==> config.mk <==
export PLATFORM = sky130hd
export DESIGN_NAME = jtag_chain_master
export DESIGN_NICKNAME = d
export VERILOG_FILES = /design/src/rtl/jsm_pkg.sv /design/src/rtl/jsm_tck_gen.sv /design/src/rtl/jsm_seq.sv /design/src/rtl/jsm_capture.sv /design/src/rtl/jtag_chain_master.sv
export SDC_FILE = /design/constraint.sdc
export NUM_CORES = 1
export LEC_CHECK = 0
export ABC_AREA = 1
export BUFFER_PORTS_ARGS = -buffer_cell sky130_fd_sc_hd__buf_4
export CAP_MARGIN = 20
export CORE_UTILIZATION = 61
export CTS_CLUSTER_DIAMETER = 150
export DETAILED_ROUTE_END_ITERATION = 10
export PLACE_DENSITY_LB_ADDON = 0.08
export SETUP_SLACK_MARGIN = 0.5
export SLEW_MARGIN = 15
export SYNTH_ARGS = -nofsm -noshare
export SYNTH_HDL_FRONTEND = slang
export SYNTH_SLANG_ARGS = --single-unit
export TNS_END_PERCENT = 50
==> constraint.sdc <==
create_clock -name clk_i -period 7.55 [get_ports clk_i]
set_input_delay 0.755 -clock clk_i [delete_from_list [all_inputs] [get_ports clk_i]]
set_output_delay 0.755 -clock clk_i [all_outputs]
set_load 0.1 [all_outputs]
==> src/rtl/jsm_pkg.sv <==
package jsm_pkg;
  typedef enum logic [1:0] {
    PH_IDLE,
    PH_ENTRY,
    PH_SHIFT,
    PH_EXIT
  } phase_e;

  localparam logic [3:0] PARK_SELDR = 4'd7;
endpackage

==> src/rtl/jsm_tck_gen.sv <==
module jsm_tck_gen #(
  parameter int DIV_W = 8
) (
  input  logic             clk_i,
  input  logic             rst_ni,
  input  logic             run_i,
  input  logic [DIV_W-1:0] div_i,
  output logic             tck_o,
  output logic             rise_o,
  output logic             fall_o
);
  logic [DIV_W-1:0] cnt_q;
  logic             tck_q;
  logic             edge_now;

  assign edge_now = run_i && (cnt_q == '0);
  assign rise_o   = edge_now && !tck_q;
  assign fall_o   = edge_now && tck_q;
  assign tck_o    = tck_q;

  always_ff @(posedge clk_i or negedge rst_ni) begin
    if (!rst_ni) begin
      cnt_q <= '0;
      tck_q <= 1'b0;
    end else if (!run_i) begin
      cnt_q <= div_i;
      tck_q <= 1'b0;
    end else if (cnt_q == '0) begin
      cnt_q <= div_i;
      tck_q <= ~tck_q;
    end else begin
      cnt_q <= cnt_q - 1'b1;
    end
  end


  tck_idle_low_chk: assert property (@(posedge clk_i) disable iff (!rst_ni)
    !run_i |-> !tck_q);
endmodule

==> src/rtl/jsm_seq.sv <==
module jsm_seq
  import jsm_pkg::*;
#(
  parameter int DATA_W = 32,
  parameter int PAD_W  = 6,
  parameter int DIV_W  = 8,
  localparam int LEN_W = $clog2(DATA_W)
) (
  input  logic              clk_i,
  input  logic              rst_ni,
  input  logic              start_i,
  input  logic              ir_i,
  input  logic [LEN_W-1:0]  len_i,
  input  logic [DATA_W-1:0] data_i,
  input  logic [PAD_W-1:0]  ir_pre_i,
  input  logic [PAD_W-1:0]  ir_post_i,
  input  logic [PAD_W-1:0]  dr_pre_i,
  input  logic [PAD_W-1:0]  dr_post_i,
  input  logic [3:0]        park_i,
  input  logic [DIV_W-1:0]  div_i,
  input  logic              rise_i,
  input  logic              fall_i,
  output logic              busy_o,
  output logic              done_o,
  output logic              tms_o,
  output logic              tdi_o,
  output logic [DIV_W-1:0]  div_o,
  output logic              cap_clr_o,
  output logic              cap_wr_o,
  output logic [LEN_W-1:0]  cap_pos_o
);
  localparam int TOT_W = $clog2(2 * (2 ** PAD_W) + DATA_W + 4);

  phase_e            phase_q;
  logic [TOT_W-1:0]  idx_q;
  logic              ir_q, sel_q, done_q;
  logic [LEN_W-1:0]  len_q;
  logic [DATA_W-1:0] data_q;
  logic [PAD_W-1:0]  pre_q, post_q;
  logic [DIV_W-1:0]  div_q;

  logic              start_ok, in_win;
  logic [TOT_W-1:0]  pre_w, win_hi, last_idx, entry_last;

  assign start_ok   = start_i && (phase_q == PH_IDLE);
  assign pre_w      = TOT_W'(pre_q);
  assign win_hi     = pre_w + TOT_W'(len_q);
  assign last_idx   = win_hi + TOT_W'(post_q);
  assign entry_last = ir_q ? (sel_q ? TOT_W'(2) : TOT_W'(3))
                           : (sel_q ? TOT_W'(1) : TOT_W'(2));
  assign in_win     = (idx_q >= pre_w) && (idx_q <= win_hi);

  always_ff @(posedge clk_i or negedge rst_ni) begin
    if (!rst_ni) begin
      phase_q <= PH_IDLE;
      idx_q   <= '0;
      ir_q    <= 1'b0;
      sel_q   <= 1'b0;
      len_q   <= '0;
      data_q  <= '0;
      pre_q   <= '0;
      post_q  <= '0;
      div_q   <= '0;
      done_q  <= 1'b0;
    end else begin
      done_q <= 1'b0;
      if (start_ok) begin
        phase_q <= PH_ENTRY;
        idx_q   <= '0;
        ir_q    <= ir_i;
        sel_q   <= (park_i == PARK_SELDR);
        len_q   <= len_i;
        data_q  <= data_i;
        pre_q   <= ir_i ? ir_pre_i : dr_pre_i;
        post_q  <= ir_i ? ir_post_i : dr_post_i;
        div_q   <= div_i;
      end else if (fall_i) begin
        unique case (phase_q)
          PH_ENTRY: begin
            if (idx_q == entry_last) begin
              phase_q <= PH_SHIFT;
              idx_q   <= '0;
            end else begin
              idx_q <= idx_q + 1'b1;
            end
          end
          PH_SHIFT: begin
            if (idx_q == last_idx) begin
              phase_q <= PH_EXIT;
              idx_q   <= '0;
            end else begin
              idx_q <= idx_q + 1'b1;
            end
          end
          PH_EXIT: begin
            if (idx_q[0]) begin
              phase_q <= PH_IDLE;
              idx_q   <= '0;
              done_q  <= 1'b1;
            end else begin
              idx_q <= idx_q + 1'b1;
            end
          end
          default: ;
        endcase
      end
    end
  end

  // TMS/TDI decode from state that only moves on TCK falls
  always_comb begin
    tms_o = 1'b0;
    tdi_o = 1'b0;
    unique case (phase_q)
      PH_ENTRY: tms_o = (idx_q + 1'b1) < entry_last;
      PH_SHIFT: begin
        tms_o = (idx_q == last_idx);
        tdi_o = in_win ? data_q[cap_pos_o] : ir_q;
      end
      PH_EXIT:  tms_o = idx_q[0] ? sel_q : 1'b1;
      default:  ;
    endcase
  end

  assign cap_pos_o = LEN_W'(idx_q - pre_w);
  assign cap_wr_o  = rise_i && (phase_q == PH_SHIFT) && in_win;
  assign cap_clr_o = start_ok;
  assign busy_o    = (phase_q != PH_IDLE);
  assign done_o    = done_q;
  assign div_o     = busy_o ? div_q : div_i;


  done_pulse_chk: assert property (@(posedge clk_i) disable iff (!rst_ni)
    done_o |=> !done_o);

  busy_from_start_chk: assert property (@(posedge clk_i) disable iff (!rst_ni)
    $rose(busy_o) |-> $past(start_i));

  start_ignored_chk: assert property (@(posedge clk_i) disable iff (!rst_ni)
    busy_o && start_i |=> $stable(data_q) && $stable(len_q) && $stable(pre_q));
endmodule

==> src/rtl/jsm_capture.sv <==
module jsm_capture #(
  parameter int DATA_W = 32,
  localparam int LEN_W = $clog2(DATA_W)
) (
  input  logic              clk_i,
  input  logic              rst_ni,
  input  logic              clr_i,
  input  logic              wr_i,
  input  logic [LEN_W-1:0]  pos_i,
  input  logic              bit_i,
  output logic [DATA_W-1:0] data_o
);
  logic [DATA_W-1:0] cap_q;

  always_ff @(posedge clk_i or negedge rst_ni) begin
    if (!rst_ni)     cap_q <= '0;
    else if (clr_i)  cap_q <= '0;
    else if (wr_i)   cap_q[pos_i] <= bit_i;
  end

  assign data_o = cap_q;
endmodule

==> src/rtl/jtag_chain_master.sv <==
module jtag_chain_master #(
  parameter int DATA_W = 32,
  parameter int PAD_W  = 6,
  parameter int DIV_W  = 8,
  localparam int LEN_W = $clog2(DATA_W)
) (
  input  logic              clk_i,
  input  logic              rst_ni,
  input  logic [DIV_W-1:0]  tck_div_i,
  input  logic [PAD_W-1:0]  ir_pre_i,
  input  logic [PAD_W-1:0]  ir_post_i,
  input  logic [PAD_W-1:0]  dr_pre_i,
  input  logic [PAD_W-1:0]  dr_post_i,
  input  logic [3:0]        park_code_i,
  input  logic              cmd_ir_i,
  input  logic [LEN_W-1:0]  cmd_len_i,
  input  logic [DATA_W-1:0] cmd_data_i,
  input  logic              cmd_start_i,
  output logic              busy_o,
  output logic              done_o,
  output logic [DATA_W-1:0] rdata_o,
  output logic              tck_o,
  output logic              tms_o,
  output logic              tdi_o,
  input  logic              tdo_i
);
  logic             rise, fall, cap_clr, cap_wr;
  logic [LEN_W-1:0] cap_pos;
  logic [DIV_W-1:0] div_eff;

  jsm_tck_gen #(.DIV_W(DIV_W)) u_tck (
    .clk_i  (clk_i),
    .rst_ni (rst_ni),
    .run_i  (busy_o),
    .div_i  (div_eff),
    .tck_o  (tck_o),
    .rise_o (rise),
    .fall_o (fall)
  );

  jsm_seq #(.DATA_W(DATA_W), .PAD_W(PAD_W), .DIV_W(DIV_W)) u_seq (
    .clk_i     (clk_i),
    .rst_ni    (rst_ni),
    .start_i   (cmd_start_i),
    .ir_i      (cmd_ir_i),
    .len_i     (cmd_len_i),
    .data_i    (cmd_data_i),
    .ir_pre_i  (ir_pre_i),
    .ir_post_i (ir_post_i),
    .dr_pre_i  (dr_pre_i),
    .dr_post_i (dr_post_i),
    .park_i    (park_code_i),
    .div_i     (tck_div_i),
    .rise_i    (rise),
    .fall_i    (fall),
    .busy_o    (busy_o),
    .done_o    (done_o),
    .tms_o     (tms_o),
    .tdi_o     (tdi_o),
    .div_o     (div_eff),
    .cap_clr_o (cap_clr),
    .cap_wr_o  (cap_wr),
    .cap_pos_o (cap_pos)
  );

  jsm_capture #(.DATA_W(DATA_W)) u_cap (
    .clk_i  (clk_i),
    .rst_ni (rst_ni),
    .clr_i  (cap_clr),
    .wr_i   (cap_wr),
    .pos_i  (cap_pos),
    .bit_i  (tdo_i),
    .data_o (rdata_o)
  );


  tms_tdi_hold_chk: assert property (@(posedge clk_i) disable iff (!rst_ni)
    tck_o && $past(tck_o) |-> $stable(tms_o) && $stable(tdi_o));

  tck_busy_chk: assert property (@(posedge clk_i) disable iff (!rst_ni)
    $rose(tck_o) |-> busy_o);

  done_idle_chk: assert property (@(posedge clk_i) disable iff (!rst_ni)
    done_o |-> !busy_o && !tck_o);

  rdata_hold_chk: assert property (@(posedge clk_i) disable iff (!rst_ni)
    !busy_o && !$past(cmd_start_i) && !$rose(done_o) |-> $stable(rdata_o));
endmodule

==> metrics.md, run 1 <==
| Metric | Value |
|---|---|
| Top area cells in the synthesized netlist | dfrtp_1 (42%), nand2_1 (18%), ha_1 (6.0%), nor2_1 (4.7%), inv_1 (4.0%) |
| Count of input and output buffers | 114 |
| Antenna diodes | 0 |
| Flop-to-flop setup slack | 4130 ps |
| YS warnings | 0 |
| CTS max path bufs | 2 |
| Global route overflow | 0 |
| Mean Syn Cell Area | 7.509 um2 |
| CTS sink count | 111 |
| Root Driver | clkbuf_8 |
| Max-cap violations | 0 |
| Post-CTS setup buffer count | 0 |
| Post-Route WL | 15,350 um |
| Peak VDD IR | 0.4168 mV |
| DP HPWL | 11,030 um |
| Final Hold Vio Count | 0 |
| Most frequent cells after synthesis | nand2_1 (317), dfrtp_1 (111), nor2_1 (84), inv_1 (72), nor3_1 (41) |
| Sum Neg Setup Slack | 0 ps |
| Sequential fraction of the synthesis area | 0.4152 |
| Delay-heaviest family, CP | simple AND/OR/NAND/NOR gates |
| Critical path arrival | 3630 ps |
| Hold Path Class | in -> async |
| Startpoint Class | flop |
| CTS tree | done |
| Required time worst endpoint | 6800 ps |
| Worst Path Max Fanout | 13 |
| Chip Height | 106.7 um |
| Synthesis-to-layout area growth | 16.51% |
| Critical path type | reg -> out |
| Main synth FF type | dfrtp_1 |
| CP max stage delay | 760 ps |
| # fillers | 900 |
| Fin crit share | 0.5807 |
| Nets@finish | 1,100 |
| Max Freq | 228.1 MHz |
| Worst-Skew Late Latency | 390 ps |
| Dominant cell type by area after synthesis | dfrtp_1 |
| Crit path buf inv count | 3 |
| Hold Buf Count CTS | 0 |
| Seq cells post-synth | 111 |
| Die area | 0.01139 mm2 |
| Crit end category | primary output |
| Least-Margin Pin Slew | 938.4 ps |
| Seq. cell area | 0.002778 mm2 |
| Multi-input combinational cell area | 0.003457 mm2 |
| H-tree depth | 3 |
| Die width | 106.7 um |
| PD cells | 402.4 mW/mm2 |
| RSZ-0062 raised after global routing | no |
| Effective utilization at floorplan | 0.6394 |
| Cts bufs inserted | 9 |
| Setup Viol. Count Final | 0 |
| Crit-path cells | inv_1 > ha_1 > inv_1 > fa_1 > nor2_1 > nand2_1 > o2111ai_1 > nand2_1 > nand2_1 > nand2_1 > nand2_1 > nand2_1 > nand2_1 > a21oi_1 > buf_4 |
| Global Route Usage Sum | 0.2915 |
| Post-synth net total | 1,004 |
| Distinct cells, synth | 43 |
| IO Pins | 115 |
| Async set-reset flop share out of synthesis | 1.000 |
| Via count of the first global-routing pass | 5,726 |
| Clk_skew | 14.40 ps |
| Post-DR vias/cell | 5.401 |
| Row count | 37 |
| Antenna-violating nets left | 0 |
| Largest net degree at the start of global routing | 79 |
| Pins Over Slew Limit | 0 |
| Status | finished clean |
| DR DRC count | 0 |
| Global-route wire length before repair | 26,500 um |
| Initial antenna violation count | 0 |
| DR iter-0 viols | 363 |
| Setup ws final | 3166 ps |
| Final min period | 4384 ps |
| Max transition margin | 0.3721 |
| Final core occ | 0.7450 |
| Post-Synthesis Cells | 891 |
| Most used cell, CP | nand2_1 |
| Clock Pin Slew Worst Setup and Hold Paths | 100 ps |
| Slowest CP cell | nor2_1 |
| WL per Instance | 13.61 um |
| Mapped Area | 0.006690 mm2 |
| Core area | 0.01046 mm2 |
| Layout cells sized above 1 | 0.1633 |
| Post-CTS Resized | 0 |
| Synth top area share | 0.4152 |
| Final Wtd Congestion | 0.8749 |
| Top-count cell post-synth | nand2_1 |
| Routed via count | 6,092 |
| Pre-antenna DRT Iters | 7 |
| Placement Setup Slack | 3631 ps |
| Leak Pwr | 4.029 nW |
| Post-synth EDFFs | 0 |
==> area by class of cell <==
class | instances | share of cell area
clock buffer | 10 | 0.01766
clock inverter | 6 | 0.008026
inverter | 81 | 0.03900
multi-input combinational | 666 | 0.4435
sequential | 111 | 0.3563
tap | 136 | 0.02183
timing repair buffer | 118 | 0.1136
==> path summary, 6_finish.rpt <==
| kind | startpoint | end | cells after the start |
|---|---|---|---|
| setup / recovery | u_seq.idx_q[0] | tdi_o | 15 |
| hold / removal | rst_ni | u_seq.post_q[5] | 1 |
| setup reg to reg | u_seq.pre_q[0] | u_cap.data_o[13] | 17 |
| hold reg to reg | u_seq.data_q[30] | u_seq.data_q[30] | 2 |
| max in group asynchronous | rst_ni | u_seq.data_q[12] | 2 |
| min in group clk_i | u_seq.data_q[30] | u_seq.data_q[30] | 2 |
==> sequential cells by signal, summed over array words and instances, names as in the netlist <==
signal and cells:
u_tck.tck_o 1, u_seq.ir_q 1, u_tck.cnt_q 8, u_seq.done_o 1, u_seq.pre_q 6, u_seq.div_q 8, u_seq.data_q 32, u_seq.sel_q 1
u_seq.post_q 6, u_seq.len_q 5, u_cap.data_o 32, u_seq.phase_q 2, u_seq.idx_q 8
==> per-stage QoR <==
step / area, um2 / hold WS [ps] / total power [mW] / instances
after floorplan: 6690 / 443.6 / 2.347 / 891
after global placement: 7595 / 464.1 / 2.725 / 1112
after detailed placement: 7595 / 464.3 / 2.770 / 1112
after CTS: 7795 / 310.8 / 3.139 / 1128
after global routing: 7795 / 322.6 / 3.467 / 1128
final: 7795 / 303.9 / 3.136 / 1128
==> worst register-to-register path, stage by stage (launching register included) <==
cell and delay, ps:
dfrtp_1 420, ha_1 240, fa_1 420, nand2_1 80
inv_1 50, nand2_1 60, nand2_1 50, nand2_1 70
and2_1 200, inv_1 60, ha_1 270, nand2_1 50
nor2_1 140, nand4_1 100, nand2_1 150, nand3_4 500
nor3_1 380, nor2_1 100
==> cell families (layout without fill, tap and decap cells) <==
kind of cell | after synthesis | count (layout) | share of synthesized area
fa+ha+maj | 35 | 35 | 0.06882
buf+inv | 114 | 215 | 0.06882
compound gates | 122 | 122 | 0.1161
xor+xnor | 18 | 18 | 0.02581
simple gates | 491 | 491 | 0.3052
flops | 111 | 111 | 0.4152
==> metal layers <==
| metal | vias to the layer above | part of all wire | routed length, um | global-route usage |
|---|---|---|---|---|
| met5 | - | 0 | 0 | 0 |
| met4 | 0 | 0.0087 | 134 | 0.05773 |
| met3 | 16 | 0.052 | 801 | 0.04985 |
| met2 | 164 | 0.49 | 7561 | 0.4982 |
| met1 | 2841 | 0.45 | 6855 | 0.3916 |
| li1 | 3071 | - | - | - |
==> power by group <==
part           total, mW  switching [mW]  internal, mW
Combinational       1.89            1.23         0.662
Sequential         0.889           0.116         0.773
Clock              0.360           0.223         0.137
==> placed cells by master (no fill, tap or decap), types with 2 or more instances in the layout <==
cell / instances
o31ai_1: 2
o211ai_1: 4
xor2_1: 12
nand4_1: 4
inv_1: 72
o21a_1: 32
ha_1: 32
and2_1: 2
clkbuf_8: 10
inv_2: 8
nor2_2: 2
nand3_1: 22
o2111ai_1: 3
o221ai_1: 6
a31oi_1: 16
o21ai_1: 3
clkinv_4: 3
xnor2_1: 4
a21oi_1: 18
buf_4: 118
nor3b_1: 2
o21ai_0: 33
nor2_1: 83
dfrtp_1: 111
nor4_1: 2
nor3_2: 4
nand3b_1: 2
xnor2_2: 2
nand2_1: 316
fa_1: 3
nand2_2: 4
nor3_1: 41
nor2_4: 3
No activity file was read; power rests on OpenSTA's default activity.
==> run 2: changes to the inputs <==
--- a/config.mk
+++ b/config.mk
@@ -8,7 +8,7 @@
 export ABC_AREA = 1
 export BUFFER_PORTS_ARGS = -buffer_cell sky130_fd_sc_hd__buf_4
 export CAP_MARGIN = 20
-export CORE_UTILIZATION = 61
+export CORE_UTILIZATION = 51
 export CTS_CLUSTER_DIAMETER = 150
 export DETAILED_ROUTE_END_ITERATION = 10
 export PLACE_DENSITY_LB_ADDON = 0.08
==> constraint.sdc (replaced) <==
create_clock -name clk_i -period 3.9 [get_ports clk_i]
set_input_delay 0.39 -clock clk_i [delete_from_list [all_inputs] [get_ports clk_i]]
set_output_delay 0.39 -clock clk_i [all_outputs]
set_load 0.1 [all_outputs]
==> metrics.md, run 2 (synthesis results as in run 1) <==
| Metric | Value |
|---|---|
| Status | finished clean (unchanged) |
| Max-cap violations | 0 (unchanged) |
| Final Hold Vio Count | 0 (unchanged) |
| Max Freq | 277.3 MHz |
| Routed via count | 5,964 (was 6,092) |
| Global route overflow | 0 (unchanged) |
| Largest net degree at the start of global routing | 77 (was 79) |
| PD cells | 819.1 mW/mm2 (was 402.4 mW/mm2) |
| Root Driver | clkbuf_16 (was clkbuf_8) |
| Initial antenna violation count | 0 (unchanged) |
| Row count | 41 (was 37) |
| Commonest cells after routing, fill and taps aside | nand2_1 (315), buf_4 (132), dfrtp_1 (111) (was nand2_1 (316), buf_4 (118), dfrtp_1 (111)) |
| CTS max path bufs | 2 (unchanged) |
| DR DRC count | 0 (unchanged) |
| Peak VDD IR | 0.4047 mV (was 0.4168 mV) |
| Max transition margin | 0.4688 (was 0.3721) |
| Metal1 wirelength | 7604 um (was 6855 um) |
| Inst Count DP | 1,154 (was 1,112) |
| Hold Path Class | in -> async (unchanged) |
| Clock Pin Slew Worst Setup and Hold Paths | 70 ps (was 100 ps) |
| Global-route wire length before repair | 26,430 um (was 26,500 um) |
| Reg2reg start | u_seq.len_q[0] (was u_seq.pre_q[0]) |
| Synthesis-to-layout area growth | 22.37% (was 16.51%) |
| Cts bufs inserted | 9 (unchanged) |
| Worst-Skew Late Latency | 360 ps (was 390 ps) |
| Chip Height | 116.5 um (was 106.7 um) |
| CTS tree | done (unchanged) |
| Count of input and output buffers | 114 (unchanged) |
| Met2 wire length | 7512 um (was 7561 um) |
| Critical path origin | u_seq.len_q[0] (was u_seq.idx_q[0]) |
| Setup Viol. Count Final | 0 (unchanged) |
| Via count of the first global-routing pass | 5,597 (was 5,726) |
| Crit end category | primary output (unchanged) |
| Effective utilization at floorplan | 0.5259 (was 0.6394) |
| Pre-antenna DRT Iters | 4 (was 7) |
| WL per Instance | 13.40 um (was 13.61 um) |
| Highest metal used | met4 (unchanged) |
| IO Pins | 115 (unchanged) |
| Antenna diodes | 0 (unchanged) |
| Clk_skew | 11.32 ps (was 14.40 ps) |
| Final Wtd Congestion | 0.8736 (was 0.8749) |
| Final min period | 3606 ps |
| Post-Route WL | 15,820 um (was 15,350 um) |
| Setup ws final | 293.9 ps (was 3166 ps) |
| Pins Over Slew Limit | 0 (unchanged) |
| H-tree depth | 3 (unchanged) |
| DP HPWL | 11,270 um (was 11,030 um) |
| Least-Margin Pin Slew | 796.8 ps (was 938.4 ps) |
| Startpoint Class | flop (unchanged) |
| WHS | 89.25 ps (was 303.9 ps) |
| Leak Pwr | 4.169 nW (was 4.029 nW) |
| Critical path type | reg -> out (unchanged) |
| Most common cell after layout, fill and taps aside | nand2_1 (unchanged) |
| Layout Cells excl Fill | 1,181 (was 1,128) |
| Antenna-violating nets left | 0 (unchanged) |
| Global Route Usage Sum | 0.2492 (was 0.2915) |
| Core area | 0.01272 mm2 (was 0.01046 mm2) |
| Nets@finish | 1,117 (was 1,100) |
| RSZ-0062 raised after global routing | yes (was no) |
| Required time worst endpoint | 3510 ps (was 6800 ps) |
| Worst Path Max Fanout | 3 (was 13) |
| CTS sink count | 111 (unchanged) |
| DR iter-0 viols | 417 (was 363) |
| Die width | 116.5 um (was 106.7 um) |
| Placement Setup Slack | 538.6 ps (was 3631 ps) |
| Die area | 0.01358 mm2 (was 0.01139 mm2) |
| Critical path arrival | 3220 ps (was 3630 ps) |
| Fin crit share | 0.9246 |
| Layout cells sized above 1 | 0.1972 (was 0.1633) |
| Met3 Wirelength | 543 um (was 801 um) |
| Sum Neg Setup Slack | 0 ps (unchanged) |
| Post-DR vias/cell | 5.050 (was 5.401) |
## run 2: cell count changes in the layout (fill, tap and decap cells not counted), moves of 3 or more
| cell | previous run | this run |
|---|---|---|
| a21oi_2 | 0 | 3 |
| ha_1 | 32 | 27 |
| fa_1 | 3 | 0 |
| ha_4 | 0 | 4 |
| inv_2 | 8 | 11 |
| inv_1 | 72 | 69 |
| buf_4 | 118 | 132 |
| buf_6 | 0 | 3 |
| clkbuf_16 | 0 | 9 |
| a21oi_1 | 18 | 15 |
| clkbuf_8 | 10 | 0 |
| fa_2 | 0 | 3 |
## run 2: where the power goes
part,internal (mW),switching [mW],leakage [nW]
Combinational,1.52,2.48,2.59
Sequential,1.50,0.230,1.42
Clock,0.513,0.464,0.156
Total,3.53,3.17,4.17
## run 2: path summary, 6_finish.rpt
check / end / slack, ps / cells after the start
worst max register to register: u_cap.data_o[16] / 770 / 20
worst min register to register: u_tck.cnt_q[3] / 490 / 2
max in group asynchronous: u_seq.data_q[27] / 2910 / 2
worst max-delay path: tdi_o / 290 / 19
min in group clk_i: u_seq.sel_q / 210 / 2
worst min-delay path: u_seq.post_q[5] / 90 / 1
## run 2: what timing repair did
item                       CTS  global route
hold buffers                 0             0
hold endpoints to repair     0             0
setup buffers               10             1
gates resized for setup      8             4
cloned                       0             0
pin swaps                    9             6
setup endpoints to repair    2            35
## run 2: critical path: stages, from the launching register on
cell and delay [ps]:
dfrtp_1 390, ha_2 210, fa_2 360, nand2_1 70
inv_1 40, nand2_1 70, nand2_1 60, nand2_1 90
and2_4 180, inv_1 50, ha_1 270, nand2_1 60
nor2_2 120, nand4_1 110, nand2_2 90, nand2_1 60
inv_1 70, o21ai_0 70, a21oi_1 240, buf_6 260
## run 2: per-layer routing
| layer | track usage | vias to the layer above |
|---|---|---|
| li1 | - | 3116 |
| met1 | 0.3359 | 2740 |
| met2 | 0.4122 | 92 |
| met3 | 0.05241 | 16 |
| met4 | 0.05738 | 0 |
| met5 | 0 | - |
## run 2: layout make-up
| class | instances | area, um2 |
|---|---|---|
| sequential | 111 | 2778 |
| tap | 172 | 215.2 |
| timing repair buffer | 135 | 1025 |
| clock buffer | 9 | 225.2 |
| clock inverter | 7 | 93.84 |
| multi-input combinational | 666 | 3546 |
| fill | 1175 | 4536 |
| inverter | 81 | 304.0 |
## run 2: per-stage QoR
stage | area (um2) | utilization | power, mW
detailed placement | 7745 | 0.6088 | 5.565
global route | 8187 | 0.6435 | 7.366
floorplan | 6750 | - | 4.681
global placement | 7745 | 0.6088 | 5.529
CTS | 8167 | 0.6419 | 6.708
finish | 8187 | 0.6435 | 6.706
